===== src/rtl/serial_ctl_regs.sv =====
module serial_ctl_regs #(
  parameter int WORD_W  = 16,
  parameter int ADDR_W  = 4,
  parameter int FIELD_W = 6,
  parameter int ISC_W   = 3,
  parameter int NBR     = 4,
  parameter logic [ADDR_W-1:0] ADDR_LO = 4'd0,
  parameter logic [ADDR_W-1:0] ADDR_HI = 4'd1
) (
  input  logic                 clk,
  input  logic                 rst_n,
  input  logic                 ser_cs,
  input  logic                 ser_clk,
  input  logic                 ser_dat,
  input  logic                 ser_stb,
  output logic [NBR-1:0]       br_en,
  output logic [NBR-1:0]       br_dir,
  output logic [NBR*ISC_W-1:0] br_iscale,
  output logic [NBR-1:0]       br_mixdec
);
  localparam int REG_W = WORD_W - ADDR_W;
  localparam int CNT_W = $clog2(WORD_W + 1);
  localparam logic [CNT_W-1:0] CNT_FULL = CNT_W'(WORD_W);
  localparam logic [CNT_W-1:0] CNT_LAST = CNT_W'(WORD_W - 1);

  logic [2:0] cs_p, ck_p, stb_p;
  logic [1:0] dat_p;
  logic [WORD_W-1:0] shreg, word_nx, cword;
  logic [CNT_W-1:0] cnt;
  logic [REG_W-1:0] reg_lo, reg_hi;

  always_ff @(posedge clk) begin
    if (!rst_n) begin
      cs_p <= '0; ck_p <= '0; stb_p <= '0; dat_p <= '0;
    end else begin
      cs_p  <= {cs_p[1:0], ser_cs};
      ck_p  <= {ck_p[1:0], ser_clk};
      stb_p <= {stb_p[1:0], ser_stb};
      dat_p <= {dat_p[0], ser_dat};
    end
  end

  wire cs_q     = cs_p[1];
  wire stb_q    = stb_p[1];
  wire ck_rise  = ck_p[1] & ~ck_p[2];
  wire stb_rise = stb_p[1] & ~stb_p[2];
  wire shift_en = ck_rise & cs_q;
  wire auto_fire = shift_en & stb_q & (cnt >= CNT_LAST);
  wire commit   = stb_rise | auto_fire;

  assign word_nx = {dat_p[1], shreg[WORD_W-1:1]};
  assign cword   = stb_rise ? shreg : word_nx;
  wire [ADDR_W-1:0] caddr = cword[WORD_W-1:REG_W];

  always_ff @(posedge clk) begin
    if (!rst_n) begin
      shreg <= '0;
      cnt   <= '0;
    end else begin
      if (shift_en) shreg <= word_nx;
      if (!cs_q) cnt <= '0;
      else if (shift_en && cnt != CNT_FULL) cnt <= cnt + 1'b1;
    end
  end

  always_ff @(posedge clk) begin
    if (!rst_n) begin
      reg_lo <= '0;
      reg_hi <= '0;
    end else if (commit) begin
      if (caddr == ADDR_LO) reg_lo <= cword[REG_W-1:0];
      if (caddr == ADDR_HI) reg_hi <= cword[REG_W-1:0];
    end
  end

  wire [2*REG_W-1:0] ctl = {reg_hi, reg_lo};

  for (genvar g = 0; g < NBR; g++) begin : g_br
    wire [FIELD_W-1:0] f = ctl[g*FIELD_W +: FIELD_W];
    assign br_en[g]                  = f[0];
    assign br_dir[g]                 = f[1];
    assign br_iscale[g*ISC_W +: ISC_W] = f[ISC_W+1:2];
    assign br_mixdec[g]              = f[FIELD_W-1];
  end

  p_cnt_bound_r5: assert property (@(posedge clk) disable iff (!rst_n)
    cnt <= CNT_FULL);
  p_hold_gated_r6: assert property (@(posedge clk) disable iff (!rst_n)
    !cs_q |=> $stable(shreg));
  p_no_commit_r7: assert property (@(posedge clk) disable iff (!rst_n)
    !commit |=> $stable(ctl));
  p_bad_addr_r4: assert property (@(posedge clk) disable iff (!rst_n)
    (commit && caddr != ADDR_LO && caddr != ADDR_HI) |=> $stable(ctl));
  p_stb_copy_r2: assert property (@(posedge clk) disable iff (!rst_n)
    (stb_rise && shreg[WORD_W-1:REG_W] == ADDR_LO) |=> reg_lo == $past(shreg[REG_W-1:0]));
  p_cnt_clear_r10: assert property (@(posedge clk) disable iff (!rst_n)
    !cs_q |=> cnt == '0);
endmodule


===== config.mk =====
export PLATFORM = sky130hd
export DESIGN_NAME = serial_ctl_regs
export DESIGN_NICKNAME = d
export VERILOG_FILES = /design/src/rtl/serial_ctl_regs.sv
export SDC_FILE = /design/constraint.sdc
export NUM_CORES = 1
export LEC_CHECK = 0
export ABC_AREA = 0
export BUFFER_PORTS_ARGS = -buffer_cell sky130_fd_sc_hd__buf_2
export CAP_MARGIN = 10
export CORE_ASPECT_RATIO = 2
export CORE_MARGIN = 2
export CORE_UTILIZATION = 56
export DETAILED_ROUTE_END_ITERATION = 6
export GPL_TIMING_DRIVEN = 0
export PLACE_DENSITY = 0.9
export SLEW_MARGIN = 10
export SYNTH_ARGS = -nofsm -noshare
export SYNTH_HDL_FRONTEND = slang
export SYNTH_SLANG_ARGS = --single-unit

===== constraint.sdc =====
create_clock -name clk -period 2.3 [get_ports clk]
set_input_delay 0.345 -clock clk [delete_from_list [all_inputs] [get_ports clk]]
set_output_delay 0.345 -clock clk [all_outputs]
set_load 0.02 [all_outputs]

# --- Word level (Yosys, flattened, before mapping) ---
# Index checks and enable logic that the tools add are counted.
word_totals:
  reg_bits: 55
  in_bits: 6
  out_inout_bits: 24
  word_cells: 26
classes:
  add_sub_neg: 1
  order_cmp: 1
  eq_ne: 2
  n_mux: 1
  bitwise_logic: 8
  reduce_logical: 5
op_table:
  columns: ["op", "count"]
  rows:
  - ["two-way mux 16 bit", 1]
  - ["AND reduction 2 bit", 3]
  - ["adder 5 x 1 -> 5 bit (second input constant)", 1]
  - ["bitwise AND 1 bit", 5]
  - ["greater-or-equal comparator 5 x 4 -> 1 bit (second input constant)", 1]
  - ["!= test 5 bit (second input constant)", 1]
  - ["equality test 4 x 1 -> 1 bit (second input constant)", 1]
  - ["logical NOT 4 bit", 1]
  - ["inverter 1 bit", 2]
  - ["logical AND 1 bit", 1]
  - ["bitwise OR 1 bit", 1]

# --- Depth between registers and ports, before layout ---
depth:
  depth_word: 7
  mapped_depth: 8
  depth_no_buf: 7

# --- Worst setup path after synthesis ---
# No wires, ideal clock.
synth_timing:
  path_kind: "register to register"
  from: "reg cnt[0]"
  to: "reg reg_lo[10]"
  t_arrival_ns: 1.669
  path_slack_ns: 0.560
  path_stages_with_launch: 9
  path_buffers: 1
  path_cell_list: "dfxtp_1 > ha_1 > and3_1 > ha_1 > nor3b_1 > a22oi_2 > nand3_2 > buf_6 > mux2i_1"
synth_via:
  elab_chain_cells: 4
synth_lines:
  columns: ["element", "line", "source"]
  rows:
  - ["start, declared", "29", "logic [CNT_W-1:0] cnt;"]
  - ["start signal, assigned", "62", "else if (shift_en && cnt != CNT_FULL) cnt <= cnt + 1'b1;"]
  - ["greater-or-equal comparator 5 x 4 -> 1 bit", "48", "wire auto_fire = shift_en & stb_q & (cnt >= CNT_LAST);"]
  - ["bitwise AND 1 bit", "48", null]
  - ["bitwise OR 1 bit", "49", "wire commit = stb_rise | auto_fire;"]
  - ["AND reduction 2 bit (no line)", null, null]
  - ["end signal, assigned", "71", "if (caddr == ADDR_LO) reg_lo <= cword[REG_W-1:0];"]
  - ["end, declared", "30", "logic [REG_W-1:0] reg_lo, reg_hi;"]
# No other way between the ends.
# A chain may end at the register's enable or synchronous reset.

# --- Worst setup path in the final report ---
layout_timing:
  from: "reg cnt[0]"
  to: "reg reg_lo[4]"
# The elaborated chain is that of the path after synthesis.

==> reports/results.txt <==
Average size of a mapped cell - 9.75 µm²
Post-CTS setup repair buffer count - 0
Fin crit period - 1.95 ns
Final Setup Violations - 0
Multiplexer share of the synthesized area - 17.5%
Worst-case clock buffer depth - 2
Cells after synthesis - 232
LEAKAGE - 1.20 nW
Max Freq - 0.512 GHz
Status - complete, no violations
Main combinational cell family by area after synthesis - simple AND/OR/NAND/NOR gates
Syn nets - 241
Die Width - 48.9 µm
Number of cell rows - 32
Initial antenna violation count - 0
PortBufs - 28
Compound-Gate Fraction of Synth Area - 6.70%
HPWL Detailed - 3060 µm
Post-Place Setup Slack - 0.346 ns
Fraction of layout instances using a drive strength above 1 - 19.1%
Global route total overflow - 0
Largest net degree at the start of global routing - 17
Startpoint types - flip-flop
Hold Vio Cnt, Final - 0
Number of global-route vias before repair - 1607
CP max FO - 10
Slew HR - 69.2%
Flops & latches, synth - 55
Cell Pwr Density - 634 nW/µm²
Core area - 3880 µm²
Clock-pin slew on the worst setup and hold paths - 0.09 ns
Synth top area cells - dfxtp_1 49%, mux2i_1 12%, nand2_1 11%, a21boi_1 5.3%, and2_1 3.0%
Final worst-path setup slack - 0.348 ns
Post-Layout Cell Count - 318
Slew @ Worst Pin - 0.462 ns
Max Cap Viol - 0
Final WL - 4000 µm
Post-synthesis sequential area ratio - 48.7%
Routability cong. - 0.767
Count of clock tree sinks - 55
Hold_ws - 0.239 ns
First-pass GRT wire length - 6830 µm
GR Util All Layers - 19.4%
Die area - 4590 µm²
Simple-Gate Fraction of Synth Area - 20.7%
IO Count - 30
Synthesis Warnings - 0
CTS tree - built
Clk_lat worst skew - 0.31 ns
Final Max Tran Viols - 0
# resized after CTS - 0
Final Net Count - 276
Cell taking the most area after synthesis - dfxtp_1
Worst Path Arrival - 2.19 ns
DRC Markers - 0
Cts hold-fix bufs - 0
Final period util - 84.9%
Synth cell types - 28
CTS H-tree depth - 2
Root buf cell - clkbuf_8
Hold Path Class - input pin to flip-flop
Setup TNS - 0 ns
CTS Buf Count - 5
Peak VDD IR - 0.547 mV
Drt wl/cell - 12.6 µm
Fraction of synthesized cell area in xor and xnor cells - 1.16%
Initial DRC Count - 25
Synth Cell Area - 2260 µm²
Post-route ant nets - 0
Vias per cell - 5.16
Critical Path RT - 2.54 ns
Nature of the critical path endpoint - flip-flop
Critical path type - flip-flop to flip-flop
Top cell type's share of synthesized area - 48.7%
Final Skew - 0.00757 ns
Area grow syn2layout - 13.7%
Detailed-route via count - 1642
Most frequent cells in the layout - 69 x nand2_1, 55 x dfxtp_1, 30 x buf_2
Synth Area in Adders - 1.66%
Fin util - 66.2%
Reg-to-reg slack, setup - 0.35 ns
DRT Pass-1 Iters - 4
Commonest non-fill, non-tap cell in the layout - nand2_1
RSZ-0062 raised after global routing - false
Die Y - 93.9 µm
# diodes - 0
Initial Utilization - 58.2%
DP Cell Count - 311
[stage by stage]
| step | instance area [µm²] | power (W) |
|---|---|---|
| final | 2570 | 0.00163 |
| after global placement | 2460 | 0.00104 |
| after global routing | 2570 | 0.00170 |
| after CTS | 2570 | 0.00165 |
| after floorplan | 2260 | 0.00103 |
| after detailed placement | 2460 | 0.00104 |
[registers in the layout, indices dropped and copies added (netlist names)]
name,flops
shreg,16
reg_lo,12
dat_p,2
cs_p,2
cnt,5
ck_p,3
stb_p,3
reg_hi,12
[synthesized netlist by cell type, drive strengths merged]
cell type / count
clkbuf: 8
inv: 3
nand3b: 2
a22oi: 1
mux2i: 26
dfxtp: 55
xnor2: 1
ha: 3
buf: 5
xor2: 2
nand2b: 1
nand4: 2
a221oi: 1
and2: 11
and3b: 1
nand2: 69
and3: 2
mux2: 12
a21boi: 16
nor3b: 1
a21oi: 2
nor2: 5
nand4bb: 1
nand3: 2
[logic make-up (layout without fill, tap and decap cells)]
kind of cell / count (synthesis) / count (layout)
fa+ha+maj: 3 / 3
compound gates: 20 / 20
simple gates: 97 / 97
buf+inv: 16 / 51
mux: 38 / 38
xor+xnor: 3 / 3
flops: 55 / 55
[critical path: stages (launching register included)]
cell and delay (ns):
dfxtp_1 0.37, ha_1 0.23, and3_1 0.18, ha_1 0.17, nor3b_1 0.22, a22oi_2 0.15, nand3_2 0.15, buf_6 0.19
mux2i_1 0.22
[routing by layer]
layer | share of wire (%) | global-route usage, % | up-vias
met5 | 0 | 0 | -
met4 | 3.9 | 12.6 | 0
met3 | 2.5 | 2.55 | 10
met2 | 56 | 38.0 | 28
met1 | 37 | 17.9 | 768
li1 | - | - | 836
[report_power, final]
part            total, W  leakage (nW)  switching [W]  internal [W]
Combinational  0.0000552         0.705      0.0000315     0.0000237
Clock           0.000613        0.0502       0.000295      0.000318
Sequential      0.000963         0.445     0.00000433      0.000959
Total            0.00163          1.20       0.000330       0.00130
[worst paths after layout]
kind / start / end / cells past startpoint
max reg2reg: cnt[0] / reg_lo[4] / 8
min reg2reg: cs_p[0] / cs_p[1] / 1
min: ser_cs / cs_p[0] / 2
max: cnt[0] / reg_lo[4] / 8
[layout make-up]
class | instances | area [µm²]
Fill cell | 321 | 1310
Sequential cell | 55 | 1100
Multi-Input combinational cell | 161 | 1080
Timing Repair Buffer | 28 | 140
Buffer | 13 | 70.1
Clock buffer | 5 | 68.8
Tap cell | 51 | 63.8
Clock inverter | 2 | 37.5
Inverter | 3 | 11.3
Power figures use the tool's default switching activity.
